===== config.mk =====
export PLATFORM = sky130hd
export DESIGN_NAME = est_grad_updater
export DESIGN_NICKNAME = d
export VERILOG_FILES = /design/src/rtl/est_pkg.sv /design/src/rtl/est_mac_array.sv /design/src/rtl/est_coef_bank.sv /design/src/rtl/est_update_stage.sv /design/src/rtl/est_grad_updater.sv
export SDC_FILE = /design/constraint.sdc
export NUM_CORES = 1
export LEC_CHECK = 0
export ABC_AREA = 1
export BUFFER_PORTS_ARGS = -buffer_cell sky130_fd_sc_hd__buf_2
export CORE_MARGIN = 4
export CORE_UTILIZATION = 45
export CTS_CLUSTER_DIAMETER = 30
export DETAILED_ROUTE_END_ITERATION = 6
export PLACE_DENSITY = 0.62
export SLEW_MARGIN = 20
export SYNTH_ARGS = -nofsm -noshare
export SYNTH_HDL_FRONTEND = slang
export SYNTH_SLANG_ARGS = --single-unit

===== constraint.sdc =====
create_clock -name clk -period 10.06 [get_ports clk]
set_input_delay 2.515 -clock clk [delete_from_list [all_inputs] [get_ports clk]]
set_output_delay 2.515 -clock clk [all_outputs]
set_load 0.005 [all_outputs]

===== src/rtl/est_pkg.sv =====
`timescale 1ns/1ps
package est_pkg;
    localparam int DW = 8;

    typedef logic signed [DW-1:0] coef_t;

    // clamp a wide signed value into the coefficient range
    function automatic coef_t clamp_coef(input logic signed [31:0] v);
        if (v > 32'sd127) begin
            return 8'sd127;
        end else if (v < -32'sd128) begin
            return -8'sd128;
        end
        return v[DW-1:0];
    endfunction
endpackage


===== src/rtl/est_mac_array.sv =====
`timescale 1ns/1ps
module est_mac_array
    import est_pkg::*;
#(
    parameter int LANES = 2,
    parameter int SUM_W = 2*DW + $clog2(LANES) + 1
) (
    input  logic [LANES*DW-1:0]     rbb_lanes,
    input  logic [LANES*DW-1:0]     a_lanes,
    output logic signed [SUM_W-1:0] partial
);
    localparam int PROD_W = 2*DW;

    logic signed [PROD_W-1:0] prod [LANES];

    for (genvar g = 0; g < LANES; g++) begin : g_lane
        assign prod[g] = PROD_W'($signed(rbb_lanes[g*DW +: DW]))
                       * PROD_W'($signed(a_lanes[g*DW +: DW]));
    end

    always_comb begin
        partial = '0;
        for (int g = 0; g < LANES; g++) begin
            partial = partial + SUM_W'(prod[g]);
        end
    end
endmodule


===== src/rtl/est_coef_bank.sv =====
`timescale 1ns/1ps
module est_coef_bank
    import est_pkg::*;
#(
    parameter int ROWS  = 4,
    parameter int COLS  = 4,
    parameter int LANES = 2,
    localparam int RW   = $clog2(ROWS),
    localparam int CW   = $clog2(COLS)
) (
    input  logic                clk,
    input  logic                rst_n,
    input  logic                swap,
    input  logic                ld_en,
    input  logic [RW-1:0]       ld_row,
    input  logic [CW-1:0]       ld_col,
    input  coef_t               ld_data,
    input  logic                up_en,
    input  logic [RW-1:0]       up_row,
    input  logic [CW-1:0]       up_col,
    input  coef_t               up_data,
    input  logic [CW-1:0]       tap_col,
    input  logic [RW-1:0]       tap_kbase,
    output logic [LANES*DW-1:0] tap_data,
    input  logic [RW-1:0]       cur_row,
    input  logic [CW-1:0]       cur_col,
    output coef_t               cur_data,
    input  logic [RW-1:0]       rd_row,
    input  logic [CW-1:0]       rd_col,
    output coef_t               rd_data
);
    localparam int DEPTH = ROWS * COLS;

    coef_t mem_q [2][DEPTH];
    logic  sel_q, sel_d;

    function automatic int flat(input int r, input int c);
        return r * COLS + c;
    endfunction

    always_comb begin
        sel_d = swap ? ~sel_q : sel_q;
    end

    always_ff @(posedge clk) begin
        if (!rst_n) begin
            sel_q <= 1'b0;
            for (int b = 0; b < 2; b++) begin
                for (int e = 0; e < DEPTH; e++) begin
                    mem_q[b][e] <= '0;
                end
            end
        end else begin
            sel_q <= sel_d;
            if (ld_en) begin
                mem_q[sel_q][flat(int'(ld_row), int'(ld_col))] <= ld_data;
            end
            if (up_en) begin
                mem_q[~sel_q][flat(int'(up_row), int'(up_col))] <= up_data;
            end
        end
    end

    always_comb begin
        for (int g = 0; g < LANES; g++) begin
            tap_data[g*DW +: DW] = mem_q[sel_q][flat(int'(tap_kbase) + g, int'(tap_col))];
        end
        cur_data = mem_q[sel_q][flat(int'(cur_row), int'(cur_col))];
        rd_data  = mem_q[sel_q][flat(int'(rd_row), int'(rd_col))];
    end

    // a software load never coincides with an iteration write-back
    p_no_load_in_update_r7: assert property (@(posedge clk) disable iff (!rst_n)
        up_en |-> !ld_en);
endmodule


===== src/rtl/est_update_stage.sv =====
`timescale 1ns/1ps
module est_update_stage
    import est_pkg::*;
#(
    parameter int ACC_W = 19,
    parameter int MU    = 2
) (
    input  coef_t                   a_old,
    input  coef_t                   rbr,
    input  logic signed [ACC_W-1:0] acc,
    output coef_t                   a_new
);
    localparam int XW = ACC_W + 2;

    logic signed [XW-1:0] diff, scaled, total;

    always_comb begin
        diff   = XW'(rbr) - XW'(acc);
        scaled = diff >>> MU;
        total  = scaled + XW'(a_old);
        a_new  = clamp_coef(32'(total));
    end
endmodule


===== src/rtl/est_grad_updater.sv =====
`timescale 1ns/1ps
module est_grad_updater
    import est_pkg::*;
#(
    parameter int ROWS  = 4,
    parameter int COLS  = 4,
    parameter int LANES = 2,
    parameter int MU    = 2,
    localparam int RW   = $clog2(ROWS),
    localparam int CW   = $clog2(COLS)
) (
    input  logic                clk,
    input  logic                rst_n,
    input  logic                start,
    output logic                busy,
    output logic                done,
    output logic [RW-1:0]       est_row,
    output logic [CW-1:0]       est_col,
    output logic [RW-1:0]       est_kbase,
    input  logic [LANES*DW-1:0] rbb_slice,
    input  logic signed [DW-1:0] rbr_elem,
    input  logic                load_en,
    input  logic [RW-1:0]       load_row,
    input  logic [CW-1:0]       load_col,
    input  logic signed [DW-1:0] load_data,
    input  logic [RW-1:0]       rd_row,
    input  logic [CW-1:0]       rd_col,
    output logic signed [DW-1:0] rd_data
);
    localparam int STEPS = ROWS / LANES;
    localparam int SW    = (STEPS > 1) ? $clog2(STEPS) : 1;
    localparam int SUM_W = 2*DW + $clog2(LANES) + 1;
    localparam int ACC_W = 2*DW + $clog2(ROWS) + 1;

    typedef struct packed {
        logic                    busy;
        logic                    done;
        logic [RW-1:0]           row;
        logic [CW-1:0]           col;
        logic [SW-1:0]           step;
        logic signed [ACC_W-1:0] acc;
    } ctl_t;

    ctl_t ctl_q, ctl_d;

    logic [LANES*DW-1:0]     a_taps;
    logic signed [SUM_W-1:0] partial;
    logic signed [ACC_W-1:0] acc_total;
    coef_t                   a_cur, a_next, rd_coef;
    logic                    wr_back, swap_bufs, ld_ok;

    assign busy      = ctl_q.busy;
    assign done      = ctl_q.done;
    assign est_row   = ctl_q.row;
    assign est_col   = ctl_q.col;
    assign est_kbase = RW'(int'(ctl_q.step) * LANES);
    assign ld_ok     = load_en && !ctl_q.busy;
    assign rd_data   = rd_coef;
    assign acc_total = ctl_q.acc + ACC_W'(partial);

    est_coef_bank #(.ROWS(ROWS), .COLS(COLS), .LANES(LANES)) u_bank (
        .clk       (clk),
        .rst_n     (rst_n),
        .swap      (swap_bufs),
        .ld_en     (ld_ok),
        .ld_row    (load_row),
        .ld_col    (load_col),
        .ld_data   (load_data),
        .up_en     (wr_back),
        .up_row    (ctl_q.row),
        .up_col    (ctl_q.col),
        .up_data   (a_next),
        .tap_col   (ctl_q.col),
        .tap_kbase (est_kbase),
        .tap_data  (a_taps),
        .cur_row   (ctl_q.row),
        .cur_col   (ctl_q.col),
        .cur_data  (a_cur),
        .rd_row    (rd_row),
        .rd_col    (rd_col),
        .rd_data   (rd_coef)
    );

    est_mac_array #(.LANES(LANES), .SUM_W(SUM_W)) u_mac (
        .rbb_lanes (rbb_slice),
        .a_lanes   (a_taps),
        .partial   (partial)
    );

    est_update_stage #(.ACC_W(ACC_W), .MU(MU)) u_upd (
        .a_old (a_cur),
        .rbr   (rbr_elem),
        .acc   (acc_total),
        .a_new (a_next)
    );

    always_comb begin
        ctl_d      = ctl_q;
        ctl_d.done = 1'b0;
        wr_back    = 1'b0;
        swap_bufs  = 1'b0;
        if (!ctl_q.busy) begin
            if (start) begin
                ctl_d.busy = 1'b1;
                ctl_d.row  = '0;
                ctl_d.col  = '0;
                ctl_d.step = '0;
                ctl_d.acc  = '0;
            end
        end else if (ctl_q.step == SW'(STEPS - 1)) begin
            wr_back    = 1'b1;
            ctl_d.step = '0;
            ctl_d.acc  = '0;
            if (ctl_q.col == CW'(COLS - 1)) begin
                ctl_d.col = '0;
                if (ctl_q.row == RW'(ROWS - 1)) begin
                    ctl_d.busy = 1'b0;
                    ctl_d.done = 1'b1;
                    swap_bufs  = 1'b1;
                end else begin
                    ctl_d.row = ctl_q.row + 1'b1;
                end
            end else begin
                ctl_d.col = ctl_q.col + 1'b1;
            end
        end else begin
            ctl_d.step = ctl_q.step + 1'b1;
            ctl_d.acc  = acc_total;
        end
    end

    always_ff @(posedge clk) begin
        if (!rst_n) begin
            ctl_q <= '0;
        end else begin
            ctl_q <= ctl_d;
        end
    end

    // done lasts one cycle and never overlaps busy
    p_done_single_r4: assert property (@(posedge clk) disable iff (!rst_n)
        done |=> !done);
    p_done_idle_r4: assert property (@(posedge clk) disable iff (!rst_n)
        done |-> !busy);
    // an iteration only ends through done
    p_busy_ends_done_r3: assert property (@(posedge clk) disable iff (!rst_n)
        $fell(busy) |-> done);
    // an iteration only begins from idle with start
    p_busy_from_start_r5: assert property (@(posedge clk) disable iff (!rst_n)
        $rose(busy) |-> $past(start));
endmodule


Word level (Yosys, flattened, before mapping)

Memories as Yosys holds them, arrays and structs flattened. A register that Yosys moved wholly into a read port is not among the register bits.
Cells that the tools add are included.

Flip-flop bits (word level): 27
Bits in latches: 0
Memory bits (writable): 256
Bits in read-only memories: 0
Input port bits: 44
Output and inout bits: 16
Logic and storage cells: 105
Memories kept: 1

Memory list:

| memory       | depth | bits a word | read ports | clocked after Yosys merged registers in | write ports | line                | source |
|---|---|---|---|---|---|---|---|
| u_bank.mem_q | 2     | 128         | 1          | 1                                       | 2           | est_coef_bank.sv:34 | `coef_t mem_q [2][DEPTH];` |

$add $sub $neg: 13
$mul: 2
Divide/modulo/power cells: 0
Order comparisons: 9
Eq/ne operators: 5
Shifts and indexed selects: 0
Multiplexer cells: 52
Bitwise gates (word level): 6
Reductions and logical operators: 10

Operators by type and width:

| cell                  | count |
|---|---|
| $mux W128             | 6 |
| $reduce_or A128 Y1    | 2 |
| $ge A32 B5 Y1 const B | 5 |
| $not A32 Y32          | 5 |
| $bmux W8 S4           | 4 |
| $mux W8               | 13 |
| $demux W8 S4          | 2 |
| $lt A32 B1 Y1 const B | 2 |
| $mux W24              | 2 |
| $add A32 B3 Y32       | 1 |
| $mul A8 B8 Y16        | 2 |
| $add A4 B2 Y5         | 4 |
| $mux W20              | 1 |
| $sub A8 B19 Y20       | 1 |
| $add A18 B8 Y19       | 1 |
| $add A19 B17 Y19      | 1 |
| $gt A19 B8 Y1 const B | 1 |
| $lt A19 B8 Y1 const B | 1 |
| $mux W1               | 19 |
| $add A16 B16 Y17      | 1 |
| $reduce_and A4 Y1     | 2 |
| $mux W2               | 3 |
| $mux W6               | 1 |
| $add A2 B1 Y2 const B | 2 |
| 11 further kinds      | 15 |

Depth between registers and ports, before layout

Depth in word-level cells: 16
Gate-level depth with buffers: 62
Depth with buffers taken out: 59

Hierarchy

Synthesis repeated with hierarchy kept, for this count alone.

Cells, all modules: 3634
Area, all modules: 26668.1 um2

By module, submodules not included:

| module           | instances | cells each | area an instance (um2) | sequential area each (um2) |
|---|---|---|---|---|
| est_coef_bank    | 1         | 2124       | 16329.4                | 7727.4 |
| est_mac_array    | 1         | 748        | 5761.8                 | 0.0 |
| est_update_stage | 1         | 434        | 2379.8                 | 0.0 |
| est_grad_updater | 1         | 328        | 2197.1                 | 520.5 |

Least setup slack after synthesis

OpenSTA, ideal clock, no wires.

Path kind: in2reg
From: in rbb_slice[15]
To: mem u_bank.mem_q[1][0] (netlist name) (data pin)
Setup time: 291 ps
Arrival: 10384 ps
Data required time: 9769 ps
Slack: -615 ps
Cell stages on the path: 44
Buffers on the path: 1
Cells stage by stage: inv_1 -> nor2_1 -> fa_1 -> fa_1 -> fa_1 -> fa_1 -> fa_1 -> inv_1 -> fa_1 -> inv_1 -> ha_1 -> inv_1 -> nor3_1 -> nand3_1 -> nand3_1 -> a21oi_1 -> o21ai_0 -> xor2_1 -> [... 8 more ...] -> ha_1 -> nand2_1 -> nor2_1 -> and2_1 -> nand2_1 -> nand2_1 -> nand2_1 -> nand2_1 -> nand2_1 -> nand2_1 -> nor2_1 -> nand3_1 -> nand2_1 -> nand2_1 -> nand3_1 -> nand2_1 -> buf_2 -> inv_1

RTL lines:

| what               | line                   | source |
|---|---|---|
| start: declaration | est_grad_updater.sv:20 | `input logic [LANES*DW-1:0] rbb_slice,` |
| end: declaration   | est_coef_bank.sv:34    |  |

==> summary.txt <==
Worst hold path
  – HP Class: reg2reg
  – WHS Path Cells: 2

CTS
  – Clock Latency Late Sink: 0.62 ns
  – Root Buffer: clkbuf_16
  – CTS Buffer Depth: 3
  – CTS buffer count: 58
  – # hold bufs at CTS: 0
  – CTS tree: done
  – Worst-path clk slew: 0.05 ns
  – H-tree depth: 2
  – Clock sink count: 284

Route
  – Drt first pass iters: 7
  – Post-route ant nets: 0
  – Via density: 5.57
  – Post-route DRC: 21
  – Post-DR wirelength/cell: 21.5 microns
  – Routed Wire Length: 78400 microns
  – 1st-iter DRT viols: 2319
  – Vias: 20.3k

Critical path
  – Critical path origin: rbb_slice[7]
  – Crit path max fanout: 7
  – Worst setup endpoint: u_bank.mem_q[1][86]
  – Critical Path RT: 10.40 ns
  – Setup CP Type: in2reg
  – Reg2Reg Capture Point: u_bank.mem_q[1][86]
  – Critical Path Sink Type: flip-flop
  – R2R setup slack: -0.10 ns
  – Reg2reg path depth: 51
  – Worst EP arrival: 10.59 ns
  – Slowest cell on crit path: fa_2
  – CP startpoint kind: input port
  – Crit-path max cell delay: 0.56 ns

Cells and area
  – Storage cell area: 8250 sq um
  – Layout area overhead: 28.4%
  – Design area: 29000 sq um
  – # nets final: 3276
  – Share of layout cells above drive strength 1: 0.237
  – Multi-input logic area: 13300 sq um
  – Antenna diode count: 0
  – Layout filler cell count: 4260

Synthesis
  – Post-synth top area share: 0.340
  – Commonest register cell after synthesis: edfxtp_1
  – Gate Count Post-Synth: 2610
  – Post-synthesis cell area: 22600 sq um
  – Post-synth EDFFs: 256
  – Area leader, netlist: edfxtp_1
  – Sequential fraction of the synthesis area: 0.365
  – Syn nets: 2950
  – Dominant cells by area after synthesis: edfxtp_1 34%, fa_1 15%, nand2_1 9.2%
  – Netlist cell types: 54
  – Asr flop ratio synth: 0
  – Warnings from Yosys: 0
  – Syn_area_per_cell: 8.65 sq um
  – #FFs+latches synth: 284

Timing
  – Fmax: 0.0976 GHz
  – Post-Route Setup TNS: -26.89 ns
  – Hold Fails Final Rpt: 0
  – RSZ-0062 raised after global routing: yes
  – Worst hold slack: 0.469 ns
  – Slew @ Worst Pin: 1.26 ns
  – Clock skew: 0.0554 ns
  – Max-slew headroom: 0.155
  – Shortest period the worst path allows: 10.25 ns
  – Crit share post-route: 1.02
  – Setup ws final: -0.188 ns
  – Final number of setup-violating endpoints: 242
  – Slew Limit Fails: 0

Place
  – Post-detail-place hpwl: 57000 microns
  – Placer Congestion: 0.953
  – DP Area: 25800 sq um
  – Number of port buffers: 58

Global routing
  – Total track usage: 0.286
  – Largest net degree at the start of global routing: 71
  – First-pass GRT wire length: 118000 microns
  – Vias in the first global route: 20.0k
  – Initial antenna violation count: 0
  – Grt ovf: 0

Floorplanning
  – Die H: 232 microns
  – I/O Pins: 60
  – Initial Util: 0.459
  – Die width: 232 microns
  – DIE AREA: 53800 sq um
  – Core area: 49300 sq um
  – Cell Rows: 81

Job
  – Maxcap violations: 0

Run status
  – Status: finished with violations
  – Failing checks: DRC, setup timing
cells by family (layout without fill, tap and decap cells):
group	count (synthesis)	in the layout	share of synthesized area
and+or+nand+nor	1063	1063	0.192
xor gates and xnor gates	42	42	0.0163
AOI/OAI and AO/OA	376	376	0.0928
other	1	1	0.000166
muxes	68	68	0.0301
DFF	284	284	0.365
buffers and inverters	480	855	0.0828
adders and majority gates	296	296	0.220
synthesized netlist by cell type (9+ instances only):
cell	instances
o21ai_0	129
inv_1	357
edfxtp_1	256
nand2_1	551
xnor2_1	10
ha_1	126
nand4_1	9
nand3_1	104
or2_2	25
o211ai_1	22
mux2i_1	68
fa_1	170
nor2_1	323
xor2_1	32
buf_2	31
a21oi_1	161
nor3_1	20
clkbuf_1	64
dfxtp_1	28
final cells by class:
type / instances / share of cell area
multi-input cells: 1846 / 0.460
repair inverters: 1 / 0.000259
clock inverters: 50 / 0.0223
flip-flops and latches: 284 / 0.285
inverters: 370 / 0.0489
repair buffers: 375 / 0.105
well taps: 664 / 0.0287
clock buffers: 59 / 0.0502
placed cells by master, fill, tap and decap left out, drive strengths merged, types with 10 or more instances in the layout:
| cell type | synthesis | final |
|---|---|---|
| buf | 46 | 374 |
| a21oi | 161 | 161 |
| nor2 | 327 | 327 |
| clkbuf | 64 | 60 |
| mux2i | 68 | 68 |
| dfxtp | 28 | 28 |
| or2 | 33 | 33 |
| o21ai | 136 | 136 |
| clkinv | 5 | 22 |
| fa | 170 | 170 |
| xor2 | 32 | 32 |
| inv | 365 | 375 |
| xnor2 | 10 | 10 |
| edfxtp | 256 | 256 |
| o211ai | 22 | 22 |
| nand2 | 554 | 554 |
| nand3 | 104 | 104 |
| clkinvlp | 0 | 15 |
| ha | 126 | 126 |
| nor3 | 20 | 20 |
sequential cells by signal (all words and copies together) (netlist names), named ones only:
signal,flops
u_bank.mem_q,256
ctl_q,20
est_col,2
est_row,2
busy,1
done,1
u_bank.sel_q,1
per-layer routing:
metal / GRT usage / routed length, microns
met1: 0.388 / 31500
met2: 0.442 / 34600
met3: 0.0786 / 9120
met4: 0.108 / 3270
met5: 0 / 0
per-stage QoR:
stage | utilization | worst slack [ns] | cells
floorplan | - | -0.0886 | 2610
global placement | 0.523 | -1.03 | 3512
detailed placement | 0.523 | -1.07 | 3512
CTS | 0.577 | -0.00715 | 3636
global route | 0.589 | -0.500 | 3649
finish | 0.589 | -0.188 | 3649
critical path, delay by kind of cell:
kind	cells	cell delay, ns
adder cells (fa/ha/maj)	9	3.99
AND/OR/NAND/NOR	15	1.76
AO/OA/AOI/OAI	5	0.72
XOR/XNOR	2	0.33
buffers and inverters	13	1.23
timing repair:
action | CTS | global route
pin swaps | 52 | 63
cloned | 2 | 1
buffers inserted | 13 | 12
endpoints found under the setup margin | 256 | 256
gates resized for setup | 92 | 109
hold endpoints to repair | 0 | 0
worst min-delay path by stage:
| stage | startpoint | end | slack [ns] |
|---|---|---|---|
| floorplan | ctl_q[7] | ctl_q[7] | 0.45 |
| global placement | ctl_q[7] | ctl_q[7] | 0.46 |
| detailed placement | ctl_q[8] | ctl_q[8] | 0.46 |
| CTS | ctl_q[7] | ctl_q[7] | 0.47 |
| global route | ctl_q[10] | ctl_q[10] | 0.49 |
| finish | ctl_q[7] | ctl_q[7] | 0.47 |
Power is left out: the tool's default activity adds up to more than one toggle a clock period on the data nets, which glitch-free logic cannot reach.
